[config.mk]
export PLATFORM = sky130hd
export DESIGN_NAME = stall_timeout_monitor
export DESIGN_NICKNAME = d
export VERILOG_FILES = /design/src/rtl/stw_pkg.sv /design/src/rtl/stw_reload_cnt.sv /design/src/rtl/stw_arm_ctrl.sv /design/src/rtl/stall_timeout_monitor.sv
export SDC_FILE = /design/constraint.sdc
export NUM_CORES = 1
export LEC_CHECK = 0
export BUFFER_PORTS_ARGS = -buffer_cell sky130_fd_sc_hd__clkbuf_2
export CORE_MARGIN = 4
export CORE_UTILIZATION = 50
export DETAILED_ROUTE_END_ITERATION = 8
export MAX_ROUTING_LAYER = met4
export PLACE_DENSITY = 0.72
export SYNTH_ARGS = -nofsm -noshare
export SYNTH_HDL_FRONTEND = slang
export SYNTH_HIERARCHICAL = 1
export SYNTH_SLANG_ARGS = --single-unit
[constraint.sdc]
create_clock -name clk -period 3.79 [get_ports clk]
set_input_delay 0.1895 -clock clk [delete_from_list [all_inputs] [get_ports clk]]
set_output_delay 0.1895 -clock clk [all_outputs]
set_load 0.02 [all_outputs]
[src/rtl/stw_pkg.sv]
// Shared widths and the measurement state encoding of the stall timeout monitor.
package stw_pkg;
    localparam int unsigned PRESC_W = 12;
    localparam int unsigned LIMIT_W = 12;

    typedef enum logic [1:0] {
        ARM_IDLE  = 2'd0,
        ARM_RUN   = 2'd1,
        ARM_SPENT = 2'd2
    } arm_state_e;
endpackage

[src/rtl/stw_reload_cnt.sv]
// Reloading down-counter, used for both the prescaler and the limit stage.
// While rearm is high it tracks the configuration, so a step in that same
// cycle already counts. Outside rearm it uses a captured copy of the value.
// wrap is combinational: a step taken while the current count is zero.
// Assumes rearm is high for every cycle in which no measurement is running.
module stw_reload_cnt #(
    parameter int unsigned W = 12
) (
    input  logic         clk,
    input  logic         rst_n,
    input  logic         rearm,
    input  logic         step,
    input  logic [W-1:0] cfg_val,
    output logic         wrap
);
    localparam logic [W-1:0] ONE = {{(W-1){1'b0}}, 1'b1};

    logic [W-1:0] cnt_q;
    logic [W-1:0] snap_q;
    logic [W-1:0] cur_val;

    // Current count: the live configuration while idle, else the running count.
    assign cur_val = rearm ? cfg_val : cnt_q;
    assign wrap    = step && (cur_val == '0);

    // Capture on re-arm, count down on each step, reload from the capture on wrap.
    always_ff @(posedge clk) begin
        if (!rst_n) begin
            cnt_q  <= '0;
            snap_q <= '0;
        end else if (rearm) begin
            snap_q <= cfg_val;
            cnt_q  <= (step && cfg_val != '0) ? cfg_val - ONE : cfg_val;
        end else if (step) begin
            cnt_q  <= wrap ? snap_q : cnt_q - ONE;
        end
    end

    // The running count never exceeds the value captured at arm time.
    p_cnt_bounded_r3: assert property (@(posedge clk) disable iff (!rst_n)
        !rearm |-> cnt_q <= snap_q);

    // Configuration changes are ignored while a measurement runs.
    p_snap_frozen_r8: assert property (@(posedge clk) disable iff (!rst_n)
        !rearm |=> $stable(snap_q));
endmodule

[src/rtl/stw_arm_ctrl.sv]
// Measurement state: idle (re-arming), running, or spent after an event.
// A non-stalled cycle always returns to idle. Assumes expire can only be
// high while stall is high.
module stw_arm_ctrl
    import stw_pkg::*;
(
    input  logic       clk,
    input  logic       rst_n,
    input  logic       stall,
    input  logic       expire,
    output logic       rearm,
    output logic       step,
    output arm_state_e state
);
    arm_state_e state_q;
    arm_state_e state_d;

    assign state = state_q;
    assign rearm = (state_q == ARM_IDLE);
    assign step  = stall && (state_q != ARM_SPENT);

    // Next-state choice from the stall condition and the expiry.
    always_comb begin
        state_d = state_q;
        case (state_q)
            ARM_IDLE:  if (stall) state_d = expire ? ARM_SPENT : ARM_RUN;
            ARM_RUN:   if (!stall) state_d = ARM_IDLE;
                       else if (expire) state_d = ARM_SPENT;
            ARM_SPENT: if (!stall) state_d = ARM_IDLE;
            default:   state_d = ARM_IDLE;
        endcase
    end

    // State register.
    always_ff @(posedge clk) begin
        if (!rst_n) state_q <= ARM_IDLE;
        else        state_q <= state_d;
    end

    // Once spent, the stall must end before another count starts.
    p_spent_holds_r4: assert property (@(posedge clk) disable iff (!rst_n)
        (state_q == ARM_SPENT && stall) |=> state_q == ARM_SPENT);

    // Any non-stalled cycle re-arms from the full interval.
    p_release_rearms_r5: assert property (@(posedge clk) disable iff (!rst_n)
        !stall |=> state_q == ARM_IDLE);
endmodule

[src/rtl/stall_timeout_monitor.sv]
// Backpressure timeout monitor. A prescaler and a limit counter measure an
// unbroken stall, and a registered one-cycle event is raised when the limit
// expires. Assumes the inputs are synchronous to clk.
module stall_timeout_monitor
    import stw_pkg::*;
#(
    parameter int unsigned PRESC_W = stw_pkg::PRESC_W,
    parameter int unsigned LIMIT_W = stw_pkg::LIMIT_W
) (
    input  logic               clk,
    input  logic               rst_n,
    input  logic               tmo_en,
    input  logic [PRESC_W-1:0] cfg_prescale,
    input  logic [LIMIT_W-1:0] cfg_limit,
    input  logic               xfer_pending,
    input  logic               strm_valid,
    input  logic               strm_ready,
    output logic               tmo_event
);
    logic       stall;
    logic       rearm;
    logic       step;
    logic       tick;
    logic       expire;
    logic       event_q;
    arm_state_e arm_state;

    // A stalled cycle: enabled, data left, beat offered, consumer refusing.
    assign stall = tmo_en && xfer_pending && strm_valid && !strm_ready;

    stw_arm_ctrl u_ctrl (
        .clk    (clk),
        .rst_n  (rst_n),
        .stall  (stall),
        .expire (expire),
        .rearm  (rearm),
        .step   (step),
        .state  (arm_state)
    );

    stw_reload_cnt #(.W(PRESC_W)) u_presc (
        .clk     (clk),
        .rst_n   (rst_n),
        .rearm   (rearm),
        .step    (step),
        .cfg_val (cfg_prescale),
        .wrap    (tick)
    );

    stw_reload_cnt #(.W(LIMIT_W)) u_limit (
        .clk     (clk),
        .rst_n   (rst_n),
        .rearm   (rearm),
        .step    (tick),
        .cfg_val (cfg_limit),
        .wrap    (expire)
    );

    // Register the expiry into the outgoing event pulse.
    always_ff @(posedge clk) begin
        if (!rst_n) event_q <= 1'b0;
        else        event_q <= expire;
    end

    assign tmo_event = event_q;

    // The event is a single-cycle pulse.
    p_single_pulse_r4: assert property (@(posedge clk) disable iff (!rst_n)
        tmo_event |=> !tmo_event);

    // An event only follows a stalled cycle, so enable, pending and valid gate it.
    p_event_needs_stall_r6: assert property (@(posedge clk) disable iff (!rst_n)
        !stall |=> !tmo_event);

    // After an event the controller sits in the spent state while the stall lasts.
    p_event_spends_r4: assert property (@(posedge clk) disable iff (!rst_n)
        tmo_event |-> arm_state == ARM_SPENT || !$past(stall) || arm_state == ARM_IDLE);
endmodule

==> flow_metrics.env <==
export IMPL_run_status="complete, no violations"
export IMPL_yosys_cell_types_count=76
export IMPL_worstMarginPinSlew_ns=0.808
export IMPL_ctsLongestPathBuffers=2
export IMPL_initial_core_util_pct=52.5
export IMPL_postRouteAntennaNets=0
export IMPL_cts_reportedPaths_clkPinSlew_ns=0.10
export IMPL_h_tree_depth=2
export IMPL_cell_internal_pwr_uw=821
export IMPL_cts_repair_resize_count=0
export IMPL_synth_seq_cells=51
export IMPL_port_buffer_count=30
export IMPL_worst_setup_path_end_kind="flop"
export IMPL_p_leak_uw=0.00160
export IMPL_die_height_um=90.6
export IMPL_finalHoldViolations=0
export IMPL_postSynth_topFlopCell="sky130_fd_sc_hd__dfxtp_1"
export IMPL_via_count=3230
export IMPL_die_area_sq_mm=0.00820
export IMPL_total_cts_buffers=5
export IMPL_hold_start="cfg_prescale[1]"
export IMPL_worst_skew_pair_late_latency_ns=0.30
export IMPL_post_synthesis_cell_count=396
export IMPL_detail_route_wl_per_cell_um=18.0
export IMPL_synth_area_per_cell_sq_um=8.61
export IMPL_fillers=590
export IMPL_synth_sequential_area_ratio_pct=30.0
export IMPL_timing_max_transition_violations_final=0
export IMPL_timing_final_setup_violations=0
export IMPL_cp_startpoint="u_ctrl/state[0]"
export IMPL_ioPinCount=31
export IMPL_gpl_final_weighted_congestion=0.951
export IMPL_synth_top_cell_by_area="sky130_fd_sc_hd__dfxtp_1"
export IMPL_timing_rr_start="u_ctrl/state[0]"
export IMPL_drt_total_wl_um=9040
export IMPL_achievable_frequency_mhz=289
export IMPL_worstHoldPathType="input port to flop"
export IMPL_tritoncts="done"
export IMPL_arrival_ns=3.68
export IMPL_final_net_count=459
export IMPL_drv_max_cap_violation_count=0
export IMPL_combPwrFrac_pct=17.9
export IMPL_first_global_vias=2877
export IMPL_switching_power_uw=332
export IMPL_grt_antenna_before_repair=0
export IMPL_postSynthNetCount=432
export IMPL_power_share_switching_pct=28.8
export IMPL_synth_edf_count=0
export IMPL_timing_final_crit_share_pct=91.3
export IMPL_core_region_area_sq_mm=0.00649
export IMPL_area_growth_synth_to_finish_pct=9.95
export IMPL_path_max_fanout=6
export IMPL_synth_top_cells_by_area="sky130_fd_sc_hd__dfxtp_1, sky130_fd_sc_hd__mux2i_1, sky130_fd_sc_hd__nor2_1"
export IMPL_clockRootBuffer="sky130_fd_sc_hd__clkbuf_8"
export IMPL_share_clk_of_total_power_pct=30.2
export IMPL_dr_pass1_iters=5
export IMPL_most_common_library_cell_in_the_layout_ignoring_fill_and_taps="sky130_fd_sc_hd__dfxtp_1"
export IMPL_peakVddDrop_v=0.000214
export IMPL_timing_hold_ws_ns=0.187
export IMPL_grt_start_max_net_pins=67
export IMPL_ys_async_sr_fraction_pct=0
export IMPL_place_detailed_hpwl_um=6480
export IMPL_crit_type="flop to flop"
export IMPL_synth_top_cell_area_share_pct=30.0
export IMPL_synth_cell_area_sq_mm=0.00341
export IMPL_grt_pass1_wl_um=14800
export IMPL_clock_skew_ns=0.00883
export IMPL_vias_per_cell=6.45
export IMPL_power_per_cell_area_mw_per_mm2=308
export IMPL_rows=29
export IMPL_post_route_cells_drive_above_1_share_pct=16.7
export IMPL_synthesis_warnings=6
export IMPL_hold_buffers=0
export IMPL_multi_input_area_sq_mm=0.00223
export IMPL_power_share_sequential_pct=51.9
export IMPL_n_antenna_cell=0
export IMPL_critPathRequiredTime_ns=4.00
export IMPL_drt_drc_violations_left=0
export IMPL_initial_drc_count=356
export IMPL_fp_dieW_um=90.6
export IMPL_grt_ovfl_total=0
export IMPL_rsz_0062_raised_after_global_routing="no"
export IMPL_min_period_ns=3.46
export IMPL_globalRouteTotalUtil_pct=22.3
export IMPL_cts_setup_buffers=0
export IMPL_setup_total_negative_slack_ns=0
export IMPL_layout_area_seq_sq_mm=0.00102
export IMPL_slew_headroom_pct=46.1
export IMPL_final_cell_mix="sky130_fd_sc_hd__dfxtp_1, sky130_fd_sc_hd__nor2_1, sky130_fd_sc_hd__mux2i_1, sky130_fd_sc_hd__clkbuf_2, sky130_fd_sc_hd__a21oi_1"
export IMPL_critical_path_source_type="flop"
export IMPL_clkSinkCount=51
==> metrics by stage <==
| step | utilization, % | area, sq um | worst slack, ns | std cells | power (uW) |
|---|---|---|---|---|---|
| floorplan | - | 3410 | 0.650 | 396 | 736 |
| global placement | 56.1 | 3640 | 0.479 | 493 | 807 |
| detailed placement | 56.1 | 3640 | 0.381 | 493 | 811 |
| CTS | 57.7 | 3750 | 0.355 | 501 | 1160 |
| global route | 57.7 | 3750 | 0.150 | 501 | 1210 |
| finish | 57.7 | 3750 | 0.328 | 501 | 1150 |
==> final cells by class <==
type                            count  share of cell area (%)
Sequential cell                    51                    27.2
Multi-Input combinational cell    306                    59.6
Clock buffer                        7                    2.57
Tap cell                           77                    2.57
Inverter                           20                    2.00
Timing Repair Buffer               39                    5.81
Clock inverter                      1                   0.200
==> state kept, by name, summed over array words and instances (netlist names) <==
name,cells
u_ctrl/state,2
u_presc/cnt_q,12
tmo_event,1
u_presc/snap_q,12
u_limit/cnt_q,12
u_limit/snap_q,12
==> cells in the mapped netlist (2+ instances only) <==
library cell,n
sky130_fd_sc_hd__a211o_1,3
sky130_fd_sc_hd__a211oi_1,9
sky130_fd_sc_hd__a21o_1,2
sky130_fd_sc_hd__a21oi_1,26
sky130_fd_sc_hd__a221oi_1,5
sky130_fd_sc_hd__a31oi_1,4
sky130_fd_sc_hd__a32o_1,2
sky130_fd_sc_hd__and2_1,2
sky130_fd_sc_hd__and3_1,4
sky130_fd_sc_hd__and4_1,2
sky130_fd_sc_hd__and4b_1,2
sky130_fd_sc_hd__buf_1,2
sky130_fd_sc_hd__buf_2,3
sky130_fd_sc_hd__clkbuf_1,12
sky130_fd_sc_hd__clkinv_1,4
sky130_fd_sc_hd__dfxtp_1,51
sky130_fd_sc_hd__ha_1,6
sky130_fd_sc_hd__inv_1,16
sky130_fd_sc_hd__mux2i_1,34
sky130_fd_sc_hd__nand2_1,23
sky130_fd_sc_hd__nand2b_1,7
sky130_fd_sc_hd__nand3_1,6
sky130_fd_sc_hd__nand4_1,6
sky130_fd_sc_hd__nor2_1,38
sky130_fd_sc_hd__nor2b_1,3
sky130_fd_sc_hd__nor3_1,12
sky130_fd_sc_hd__nor3b_1,4
sky130_fd_sc_hd__nor4_1,12
sky130_fd_sc_hd__nor4_2,2
sky130_fd_sc_hd__nor4b_1,2
sky130_fd_sc_hd__o2111ai_1,2
sky130_fd_sc_hd__o211ai_1,3
sky130_fd_sc_hd__o21ai_0,8
sky130_fd_sc_hd__o22ai_1,2
sky130_fd_sc_hd__o311a_1,2
sky130_fd_sc_hd__o311ai_0,2
sky130_fd_sc_hd__o31ai_1,3
sky130_fd_sc_hd__o32ai_1,2
sky130_fd_sc_hd__or3_1,6
sky130_fd_sc_hd__or4_1,3
sky130_fd_sc_hd__or4_4,3
sky130_fd_sc_hd__xnor2_1,15
sky130_fd_sc_hd__xor2_1,8
==> worst paths after layout <==
check	to	slack (ns)	cells past startpoint
hold reg to reg	u_limit/snap_q[7]	0.47	2
setup reg to reg	u_limit/cnt_q[11]	0.33	10
hold / removal	u_presc/snap_q[1]	0.19	3
setup / recovery	u_limit/cnt_q[11]	0.33	10
==> logic make-up (layout without fill, tap and decap cells) <==
logic type | count (synthesis) | after routing | share of synthesized area [%]
fa+ha+maj | 6 | 6 | 2.20
buf+inv | 39 | 67 | 4.74
mux | 35 | 35 | 10.3
flops | 51 | 51 | 30.0
compound gates | 93 | 93 | 21.1
simple gates | 149 | 149 | 25.8
xor+xnor | 23 | 23 | 5.91
==> power by group through the flow <==
stage	combinational (uW)	clock (uW)	sequential, uW
3_5_place_dp	202	0	609
5_1_grt	226	384	602
3_3_place_gp	199	0	608
4_1_cts	203	358	597
2_1_floorplan	137	0	599
6_report	206	348	598
==> metal layers <==
layer	GRT usage (%)	part of all wire, %	vias up	wire [um]
met3	2.50	8.0	12	724
met4	5.48	1.2	0	104
li1	-	-	1545	-
met1	34.0	48	1509	4350
met5	-	0	-	0
met2	30.8	43	164	3860
==> worst max-delay path, stage by stage, from the launching register on <==
cell                       delay (ns)
sky130_fd_sc_hd__dfxtp_1         0.38
sky130_fd_sc_hd__nand2b_1        0.15
sky130_fd_sc_hd__and2_1          0.18
sky130_fd_sc_hd__or4b_1          0.50
sky130_fd_sc_hd__or4_1           0.42
sky130_fd_sc_hd__o32ai_1         0.31
sky130_fd_sc_hd__or4b_4          0.55
sky130_fd_sc_hd__a31oi_2         0.35
sky130_fd_sc_hd__nand3_1         0.15
sky130_fd_sc_hd__xnor2_1         0.16
sky130_fd_sc_hd__a221oi_1        0.22
No activity file was read; power rests on OpenSTA's default activity.
